$ cat src/rtl/gtmr_pkg.sv
package gtmr_pkg;
   localparam int unsigned CNT_W  = 16;
   localparam int unsigned BYTE_W = 8;
   localparam int unsigned PRE_W  = 2;

   typedef enum logic {
      SRC_INT = 1'b0,
      SRC_EXT = 1'b1
   } tick_src_e;
endpackage

$ cat src/rtl/gtmr_edge.sv
module gtmr_edge #(
   parameter int unsigned STAGES = 2
) (
   input  logic clk,
   input  logic rst_n,
   input  logic bypass,
   input  logic pin,
   output logic rise,
   output logic armed
);
   initial begin
      assert (STAGES >= 1 && STAGES <= 4)
         else $error("gtmr_edge: STAGES out of range");
   end

   logic [STAGES-1:0] chain;
   logic              sel_lvl;
   logic              prev_lvl;
   logic              fall_seen;

   generate
      for (genvar g = 0; g < STAGES; g++) begin : g_sync
         if (g == 0) begin : g_first
            always_ff @(posedge clk or negedge rst_n) begin
               if (!rst_n) chain[0] <= 1'b0;
               else        chain[0] <= pin;
            end
         end else begin : g_next
            always_ff @(posedge clk or negedge rst_n) begin
               if (!rst_n) chain[g] <= 1'b0;
               else        chain[g] <= chain[g-1];
            end
         end
      end
   endgenerate

   assign sel_lvl = bypass ? pin : chain[STAGES-1];

   always_ff @(posedge clk or negedge rst_n) begin
      if (!rst_n) begin
         prev_lvl  <= 1'b0;
         fall_seen <= 1'b0;
      end else begin
         prev_lvl <= sel_lvl;
         if (prev_lvl && !sel_lvl) fall_seen <= 1'b1;
      end
   end

   assign rise  = sel_lvl && !prev_lvl && fall_seen;
   assign armed = fall_seen;

   // once armed, the record of a falling edge is never lost
   p_armed_sticky_r6: assert property (@(posedge clk) disable iff (!rst_n)
      armed |=> armed);
endmodule

$ cat src/rtl/gtmr_prescale.sv
module gtmr_prescale #(
   parameter int unsigned PRE_W = 2
) (
   input  logic             clk,
   input  logic             rst_n,
   input  logic             tick,
   input  logic             clr,
   input  logic [PRE_W-1:0] code,
   output logic             pulse
);
   localparam int unsigned PC_W = (1 << PRE_W) - 1;

   initial begin
      assert (PRE_W >= 1 && PRE_W <= 3)
         else $error("gtmr_prescale: PRE_W out of range");
   end

   logic [PC_W-1:0] pcnt;
   logic [PC_W-1:0] limit;

   always_comb begin
      limit = '0;
      for (int i = 0; i < PC_W; i++) begin
         if (i < int'(code)) limit[i] = 1'b1;
      end
   end

   assign pulse = tick && (pcnt == limit);

   always_ff @(posedge clk or negedge rst_n) begin
      if (!rst_n)     pcnt <= '0;
      else if (clr)   pcnt <= '0;
      else if (pulse) pcnt <= '0;
      else if (tick)  pcnt <= pcnt + 1'b1;
   end

   // without ticks or a clear the partial count holds
   p_pre_hold_r3: assert property (@(posedge clk) disable iff (!rst_n)
      (!tick && !clr) |=> $stable(pcnt));
   // a write clears any partial progress
   p_pre_clear_r3: assert property (@(posedge clk) disable iff (!rst_n)
      clr |=> (pcnt == '0));
endmodule

$ cat src/rtl/gtmr_count.sv
module gtmr_count #(
   parameter int unsigned CNT_W  = 16,
   parameter int unsigned BYTE_W = 8
) (
   input  logic              clk,
   input  logic              rst_n,
   input  logic              inc,
   input  logic              wr_lo,
   input  logic              wr_hi,
   input  logic [BYTE_W-1:0] wr_data,
   input  logic              ovf_clr,
   output logic [CNT_W-1:0]  cnt,
   output logic              ovf
);
   localparam logic [CNT_W-1:0] MAXV = '1;

   initial begin
      assert (CNT_W == 2 * BYTE_W)
         else $error("gtmr_count: count must be two bytes");
   end

   logic any_wr;
   logic wrap;

   assign any_wr = wr_lo || wr_hi;
   assign wrap   = inc && !any_wr && (cnt == MAXV);

   always_ff @(posedge clk or negedge rst_n) begin
      if (!rst_n) begin
         cnt <= '0;
      end else if (any_wr) begin
         if (wr_lo) cnt[BYTE_W-1:0]     <= wr_data;
         if (wr_hi) cnt[CNT_W-1:BYTE_W] <= wr_data;
      end else if (inc) begin
         cnt <= cnt + 1'b1;
      end
   end

   always_ff @(posedge clk or negedge rst_n) begin
      if (!rst_n)       ovf <= 1'b0;
      else if (wrap)    ovf <= 1'b1;
      else if (ovf_clr) ovf <= 1'b0;
   end

   // wrapping lands on zero with the flag raised
   p_wrap_flag_r4: assert property (@(posedge clk) disable iff (!rst_n)
      (inc && !any_wr && cnt == MAXV) |=> (ovf && cnt == '0));
   // the flag holds without a clear
   p_flag_sticky_r4: assert property (@(posedge clk) disable iff (!rst_n)
      (ovf && !ovf_clr) |=> ovf);
   // a low-byte-only write keeps the high byte
   p_lo_keeps_hi_r2: assert property (@(posedge clk) disable iff (!rst_n)
      (wr_lo && !wr_hi) |=> (cnt[CNT_W-1:BYTE_W] == $past(cnt[CNT_W-1:BYTE_W])));
endmodule

$ cat src/rtl/gtmr16_top.sv
module gtmr16_top
   import gtmr_pkg::*;
#(
   parameter int unsigned SYNC_STAGES = 2
) (
   input  logic              clk,
   input  logic              rst_n,
   input  logic              cfg_on,
   input  logic              cfg_ext_src,
   input  logic              cfg_no_sync,
   input  logic [PRE_W-1:0]  cfg_pre,
   input  logic              cfg_gate_en,
   input  logic              cfg_gate_sel,
   input  logic              cfg_gate_inv,
   input  logic              ext_clk,
   input  logic              gate_pin,
   input  logic              cmp_in,
   input  logic              wr_lo,
   input  logic              wr_hi,
   input  logic [BYTE_W-1:0] wr_data,
   input  logic              ovf_clr,
   output logic [BYTE_W-1:0] cnt_lo,
   output logic [BYTE_W-1:0] cnt_hi,
   output logic              ovf_flag
);
   logic             ext_rise;
   logic             ext_armed;
   logic             gate_sig;
   logic             gate_ok;
   logic             src_tick;
   logic             tick;
   logic             pre_pulse;
   logic [CNT_W-1:0] cnt;
   tick_src_e        src;

   assign src      = tick_src_e'(cfg_ext_src);
   assign gate_sig = cfg_gate_sel ? cmp_in : gate_pin;
   assign gate_ok  = !cfg_gate_en || (gate_sig == cfg_gate_inv);
   assign src_tick = (src == SRC_EXT) ? ext_rise : 1'b1;
   assign tick     = cfg_on && gate_ok && src_tick;

   gtmr_edge #(.STAGES(SYNC_STAGES)) u_edge (
      .clk    (clk),
      .rst_n  (rst_n),
      .bypass (cfg_no_sync),
      .pin    (ext_clk),
      .rise   (ext_rise),
      .armed  (ext_armed)
   );

   gtmr_prescale #(.PRE_W(PRE_W)) u_pre (
      .clk   (clk),
      .rst_n (rst_n),
      .tick  (tick),
      .clr   (wr_lo || wr_hi),
      .code  (cfg_pre),
      .pulse (pre_pulse)
   );

   gtmr_count #(.CNT_W(CNT_W), .BYTE_W(BYTE_W)) u_cnt (
      .clk     (clk),
      .rst_n   (rst_n),
      .inc     (pre_pulse),
      .wr_lo   (wr_lo),
      .wr_hi   (wr_hi),
      .wr_data (wr_data),
      .ovf_clr (ovf_clr),
      .cnt     (cnt),
      .ovf     (ovf_flag)
   );

   assign cnt_lo = cnt[BYTE_W-1:0];
   assign cnt_hi = cnt[CNT_W-1:BYTE_W];

   // when not running, only writes move the count
   p_off_freeze_r9: assert property (@(posedge clk) disable iff (!rst_n)
      (!cfg_on && !wr_lo && !wr_hi) |=> $stable(cnt));
   // an external source without a recorded fall never counts
   p_need_fall_r6: assert property (@(posedge clk) disable iff (!rst_n)
      (cfg_ext_src && !ext_armed && !wr_lo && !wr_hi) |=> $stable(cnt));
   // a gate that blocks stops the count
   p_gate_block_r8: assert property (@(posedge clk) disable iff (!rst_n)
      (cfg_gate_en && (gate_sig != cfg_gate_inv) && !wr_lo && !wr_hi) |=> $stable(cnt));
endmodule

$ cat config.mk
export PLATFORM = sky130hd
export DESIGN_NAME = gtmr16_top
export DESIGN_NICKNAME = d
export VERILOG_FILES = /design/src/rtl/gtmr_pkg.sv /design/src/rtl/gtmr_edge.sv /design/src/rtl/gtmr_prescale.sv /design/src/rtl/gtmr_count.sv /design/src/rtl/gtmr16_top.sv
export SDC_FILE = /design/constraint.sdc
export NUM_CORES = 1
export LEC_CHECK = 0
export BUFFER_PORTS_ARGS = -buffer_cell sky130_fd_sc_hd__buf_2
export CAP_MARGIN = 10
export CORE_ASPECT_RATIO = 1.25
export CORE_MARGIN = 2
export CORE_UTILIZATION = 40
export CTS_CLUSTER_DIAMETER = 60
export DETAILED_ROUTE_END_ITERATION = 16
export PLACE_DENSITY_LB_ADDON = 0.2
export SLEW_MARGIN = 20
export SYNTH_ARGS = -nofsm -noshare
export SYNTH_HDL_FRONTEND = slang
export SYNTH_HIERARCHICAL = 1
export SYNTH_SLANG_ARGS = --single-unit
$ cat constraint.sdc
create_clock -name clk -period 4.4 [get_ports clk]
set_clock_uncertainty 0.05 [all_clocks]
set_input_delay 0.88 -clock clk [delete_from_list [all_inputs] [get_ports clk]]
set_output_delay 0.88 -clock clk [all_outputs]
set_load 0.03 [all_outputs]
### Word-level counts from Yosys, hierarchy flattened

Index checks and enable logic that the tools add are counted.

| storage, ports and cells | value |
|---|---|
| bits in registers | 24 |
| latch bits | 0 |
| memory bits (writable) | 0 |
| ROM bits | 0 |
| input port bits | 24 |
| output and inout port bits | 17 |
| memories | 0 |

| cells by class | value |
|---|---|
| $add $sub $neg | 2 |
| $mul | 0 |
| divide/modulo/power cells | 0 |
| $lt $le $gt $ge | 3 |
| equality and inequality tests | 5 |
| shift operators | 0 |
| muxes and demuxes | 15 |
| bitwise gates (word level) | 0 |
| reduce and logical (&&, ||, !) cells | 19 |

Operators by type and width:

| kind | number |
|---|---|
| $mux 16 | 2 |
| $add 16x1->16 const B | 1 |
| $eq 16x16->1 const B | 1 |
| $mux 8 | 2 |
| $mux 3 | 3 |
| $logic_and 1x1->1 | 8 |
| $mux 1 | 8 |
| $logic_not 1->1 | 4 |
| $lt 1x2->1 const A | 2 |
| $ne 2x2->1 const B | 2 |
| $reduce_and 2->1 | 2 |
| $reduce_bool 2->1 | 2 |
| $add 3x1->3 const B | 1 |
| $eq 3x3->1 | 1 |
| $reduce_bool 3->1 | 1 |
| $logic_or 1x1->1 | 2 |
| $lt 2x2->1 const A | 1 |
| $eq 1x1->1 | 1 |

### Longest topological paths before layout

| logic depth | value |
|---|---|
| depth after elaboration | 9 |
| depth in mapped cells | 10 |
| gate-level depth less buffers | 9 |

### Hierarchy

Netlist, hierarchy kept.

Modules (own cells, without submodules):

| module | instances | cells each | area an instance (µm²) | seq. area each (µm²) |
|---|---|---|---|---|
| gtmr_count | 1 | 110 | 1,032.2 | 425.4 |
| gtmr_prescale | 1 | 23 | 225.2 | 75.1 |
| gtmr_edge | 1 | 8 | 128.9 | 100.1 |
| gtmr16_top | 1 | 6 | 38.8 | 0.0 |

### Worst setup path after synthesis

No wires, ideal clock.

| path | value |
|---|---|
| path type | input -> register |
| from | input port cfg_pre[1] |
| to | register u_cnt.cnt[9] |
| library setup time | 126 ps |
| arrival time | 2,735 ps |
| setup slack | 1,489 ps |
| cell stages on the path | 6 |
| path buffers | 0 |
| cells stage by stage | or4_4 o22ai_2 o21a_1 nand2b_1 or4_4 a221o_1 |

| between the ends | value |
|---|---|
| cells in the longest elaborated chain, start to end | 6 |
| elaborated cells between the ends (all ways) | 10 |
| those cells by class | order compare (3); eq/ne (1); mux (3); reduce/logical (3) |

RTL lines:

| what | RTL line | source |
|---|---|---|
| start: declaration | gtmr16_top.sv:11 | `input logic [PRE_W-1:0] cfg_pre,` |
| $lt 1x2->1 / $lt 2x2->1 (equally long branches) | gtmr_prescale.sv:24 | `if (i < int'(code)) limit[i] = 1'b1;` |
| $mux 1 | gtmr_prescale.sv:24 |  |
| $eq 3x3->1 (*) | gtmr_prescale.sv:28 | `assign pulse = tick && (pcnt == limit);` |
| $logic_and 1x1->1 (*) | gtmr_prescale.sv:28 |  |
| named net pre_pulse | gtmr16_top.sv:32 | `logic pre_pulse;` |
| $reduce_bool 2->1 (no source line) (*) | -- |  |
| $reduce_and 2->1 (no source line) (*) | -- |  |
| end signal: indexed assignment | gtmr_count.sv:32 | `if (wr_lo) cnt[BYTE_W-1:0] <= wr_data;` |
| end signal: indexed assignment | gtmr_count.sv:33 | `if (wr_hi) cnt[CNT_W-1:BYTE_W] <= wr_data;` |
| end signal: assignment | gtmr_count.sv:35 | `cnt <= cnt + 1'b1;` |
| end: declaration | gtmr_count.sv:12 | `output logic [CNT_W-1:0] cnt,` |

Mark *: on every way through the listed nets, which the timed path passes. The rest lies on a longest branch.
A chain may end at the register's enable or synchronous reset.

### Final worst setup path

| path | value |
|---|---|
| from | input port cfg_no_sync |
| to | register u_cnt.cnt[9] |

| between the ends | value |
|---|---|
| cells in the longest elaborated chain, start to end | 8 |

RTL lines:

| what | RTL line | source |
|---|---|---|
| start: declaration | gtmr16_top.sv:10 | `input logic cfg_no_sync,` |
| $mux 1 | gtmr_edge.sv:37 | `assign sel_lvl = bypass ? pin : chain[STAGES-1];` |
| $logic_and 1x1->1 (2 in series) | gtmr_edge.sv:49 | `assign rise = sel_lvl && !prev_lvl && fall_seen;` |
| named net ext_rise | gtmr16_top.sv:26 | `logic ext_rise;` |
| $mux 1 | gtmr16_top.sv:39 | `assign src_tick = (src == SRC_EXT) ? ext_rise : 1'b1;` |
| $logic_and 1x1->1 | gtmr16_top.sv:40 | `assign tick = cfg_on && gate_ok && src_tick;` |
| named net tick | gtmr16_top.sv:31 | `logic tick;` |
| $logic_and 1x1->1 | gtmr_prescale.sv:28 |  |
| named net pre_pulse | gtmr16_top.sv:32 |  |
| $reduce_bool 2->1 (no source line) | -- |  |
| $reduce_and 2->1 (no source line) | -- |  |

The timed path passes the listed nets, and every way through them passes these cells.

==> results_tabular.tex <==
\begin{tabular}{lr}
\hline
Metric & Value \\
\hline
\multicolumn{2}{l}{\textbf{Clock tree}} \\
TritonCTS Sinks & 24 \\
Clock transition at path regs & 0.07 ns \\
H-tree depth & 1 \\
Post-CTS Setup Inserts & 0 \\
Cell at the root of the clock tree & clkbuf\_8 \\
Worst skew pair latency & roughly 0.26 ns \\
Number of CTS-inserted buffers & 3 \\
Maximum number of buffers from clock root to sink & 2 \\
Hold buffer count at cts & 0 \\
Gates resized, CTS repair & 0 \\
TritonCTS clock tree & yes \\
\multicolumn{2}{l}{\textbf{Worst setup path}} \\
Crit path buf inv count & 1 \\
CP Launch Type & input port \\
Crit path cell chain & buf\_2 -> mux2i\_1 -> nor3b\_1 -> o21ai\_0 -> a21oi\_1 -> o21a\_1 -> nand2b\_1 -> or4\_4 -> a221o\_1 \\
Peak fanout along the critical path & 7 \\
Worst setup EP type & register \\
Delay of the slowest cell on the worst path & 0.56 ns \\
Setup slack of the worst register-to-register path & around 1.8 ns \\
Cell type of the slowest stage on the worst timing path & or4\_4 \\
Endpoint of the lowest-slack register-to-register path & u\_cnt/cnt[9] \\
Cells on worst reg2reg path & 6 \\
Worst path required time & approximately 4.5 ns \\
Delay-heaviest family, CP & compound AO/OA/AOI/OAI gates \\
Arrival time of data at the critical path endpoint & $\sim$3.1 ns \\
Start of the worst register-to-register path & u\_pre/pcnt[1] \\
Worst setup path category & in -> reg \\
\multicolumn{2}{l}{\textbf{STA}} \\
FMAX & 333.0 MHz \\
Setup TNS Final & 0 ns \\
Count of endpoints failing setup in the final report & 0 \\
Period minus WS final & 3.003 ns \\
Max-slew violation count & 0 \\
Unrepaired setup endpoints after global routing & no \\
Max\_slew headroom & around 64\% \\
Final-report hold violation count & 0 \\
Actual slew at the worst max-slew pin & roughly 0.54 ns \\
Post-Route Hold Slack & between 0.3 and 0.4 ns \\
Share of the clock period used by the worst path after layout & about 70\% \\
\multicolumn{2}{l}{\textbf{Floorplanning}} \\
Floorplan Core Area & about 3500 um2 \\
Initial standard-cell utilization of the core & $\sim$41\% \\
Chip Height & roughly 70 um \\
Width of the chip & 57.39 um \\
Top-Level Pins & 41 \\
Die Outline Area & 4059 um2 \\
Number of cell rows & 24 \\
\multicolumn{2}{l}{\textbf{Outcome}} \\
Result of the run & finished, final reports clean \\
\multicolumn{2}{l}{\textbf{Logic synthesis}} \\
Warning count from the yosys run & 6 \\
Count of flip-flops with a built-in enable after synthesis & 0 \\
Asr flop ratio synth & 100.0\% \\
Gate count after technology mapping & 147 \\
Post-synthesis average cell area & roughly 9.7 um2 \\
Number of distinct standard cells referenced by the synthesized netlist & 41 \\
Most area-consuming cells after synthesis & dfrtp\_1, nand2\_1, o21ai\_0 \\
Area share of the largest cell type after synthesis & 42.14\% \\
Post-synthesis instance area & about 1400 um2 \\
Prevailing post-synth register cell & dfrtp\_1 \\
Leading area contributor after synthesis & dfrtp\_1 \\
Seq/Total Area, Yosys & 42.14\% \\
\#FFs+latches synth & 24 \\
Nets in the synthesized netlist & $\sim$170 \\
\multicolumn{2}{l}{\textbf{Run}} \\
Max cap viols & 0 \\
\multicolumn{2}{l}{\textbf{Worst hold path}} \\
End point of the worst hold path & u\_edge/chain[1] \\
Worst Hold Class & reg -> reg \\
Cell count of the worst hold path & 0 \\
Critical hold path startpoint & u\_edge/chain[0] \\
\multicolumn{2}{l}{\textbf{Power}} \\
Static Leakage & 0.7402 nW \\
Peak ir drop on the vdd network & between 0.15 and 0.2 mV \\
Power density normalized to cell area & between 200 and 300 nW/um2 \\
\multicolumn{2}{l}{\textbf{Place}} \\
Final HPWL from detailed placement & around 2600 um \\
Placed instance area & between 1500 and 2000 um2 \\
Placed cell count & about 220 \\
Routability cong. & slightly below 0.8 \\
Count of input and output buffers & 40 \\
\multicolumn{2}{l}{\textbf{Finish}} \\
Highest-count cells in the layout ignoring fill and taps & buf\_2, dfrtp\_1, nand2\_1, o21ai\_0, nor3\_1 \\
Layout area overhead & 19.05\% \\
Antenna diode count & 0 \\
Finished layout cell area & between 1500 and 2000 um2 \\
Total of fill cells in the finished design & 326 \\
Most common cell after layout, fill and taps aside & buf\_2 \\
Share of layout cells above drive strength 1 & between 20 and 30\% \\
Layout Nets & approximately 210 \\
Non-filler instance count after layout & between 200 and 250 \\
\multicolumn{2}{l}{\textbf{Routing}} \\
Antenna Nets Post-Route & 0 \\
Drt pass-1 iters & 7 \\
DR vias/cell & around 5.7 \\
WL final & between 3000 and 4000 um \\
Wire length per cell & approximately 15 um \\
DR iter-0 viols & 49 \\
Vias & between 1000 and 1500 \\
Number of remaining DRC errors & 0 \\
\multicolumn{2}{l}{\textbf{GRT}} \\
Global-route usage over all layers & about 17\% \\
Pin count of the biggest net entering global routing & 26 \\
Number of global-route vias before repair & 1195 \\
Antenna violations before repair & 0 \\
GR Overflow Total & 0 \\
Wire length of the first global-routing pass & approximately 5400 um \\
\hline
\end{tabular}
[how the worst max path moves through the flow]
stage,startpoint,to,slack [ns],depth (start not counted)
after floorplan,cfg_pre[1],u_cnt/cnt[9],1.49,6
after global placement,cfg_no_sync,u_cnt/cnt[9],1.22,9
after detailed placement,cfg_no_sync,u_cnt/cnt[9],1.13,9
after CTS,cfg_no_sync,u_cnt/cnt[9],1.43,9
after global routing,cfg_no_sync,u_cnt/cnt[3],1.17,10
final,cfg_no_sync,u_cnt/cnt[9],1.40,9
[registers in the layout, summed over array words and instances, names as in the netlist]
name / flops
u_cnt/cnt: 16
u_pre/pcnt: 3
u_edge/chain: 2
u_cnt/ovf: 1
u_edge/armed: 1
u_edge/prev_lvl: 1
[report_power, final]
group	total (W)	internal, W	switching, W
clock network	0.000126	0.0000612	0.0000649
logic	0.000110	0.0000403	0.0000698
registers	0.000259	0.000236	0.0000227
[kinds of logic after synthesis]
logic type | Yosys count | synth area share (%)
XOR/XNOR | 11 | 6.760
AND/OR/NAND/NOR | 68 | 29.94
flip-flops | 24 | 42.14
multiplexers | 4 | 2.810
adder cells (fa/ha/maj) | 2 | 1.756
AO/OA/AOI/OAI | 29 | 14.22
buffers and inverters | 9 | 2.370
[stage by stage]
| step | util [%] | setup WS [ns] | total power [W] |
|---|---|---|---|
| floorplan | - | 1.489 | 0.0003303 |
| global placement | 47.93 | 1.218 | 0.0003719 |
| detailed placement | 47.93 | 1.133 | 0.0003740 |
| CTS | 49.13 | 1.431 | 0.0005018 |
| global route | 49.13 | 1.168 | 0.0005225 |
| finish | 49.13 | 1.397 | 0.0004951 |
[per-layer routing]
metal	track usage, %	share of wire [%]	vias to the layer above
li1	-	-	619
met1	20.98	43	606
met2	28.66	50	39
met3	2.742	4.4	9
met4	6.460	2.5	0
met5	0	0	-
[Yosys cell counts (all sizes together), types with 2 or more instances]
library cell / number
nand4: 6
nor3b: 2
a221o: 3
a21o: 2
nor2: 3
nand2: 16
a21oi: 2
nor3: 7
o31ai: 2
mux2i: 4
or4: 2
nor2b: 5
and4: 2
nand3: 5
xnor2: 5
ha: 2
nand2b: 6
nand3b: 4
dfrtp: 24
inv: 4
xor2: 6
and3: 3
nor4: 3
clkbuf: 5
o21ai: 11
[worst register-to-register path, cell delays in order, from the launching register on]
cell	delay [ns]
dfrtp_1	0.42
or4_4	0.53
o22ai_2	0.20
o21a_1	0.27
nand2b_1	0.15
or4_4	0.56
a221o_1	0.30
[layout make-up]
class / count / area, um2 / area share, %
Clock buffer: 3 / 41.29 / 2.434
Inverter: 4 / 15.01 / 0.8850
Multi-Input combinational cell: 114 / 790.8 / 46.61
Sequential cell: 24 / 600.6 / 35.40
Tap cell: 39 / 48.80 / 2.876
Timing Repair Buffer: 40 / 200.2 / 11.80
No activity file was read; power rests on OpenSTA's default activity.
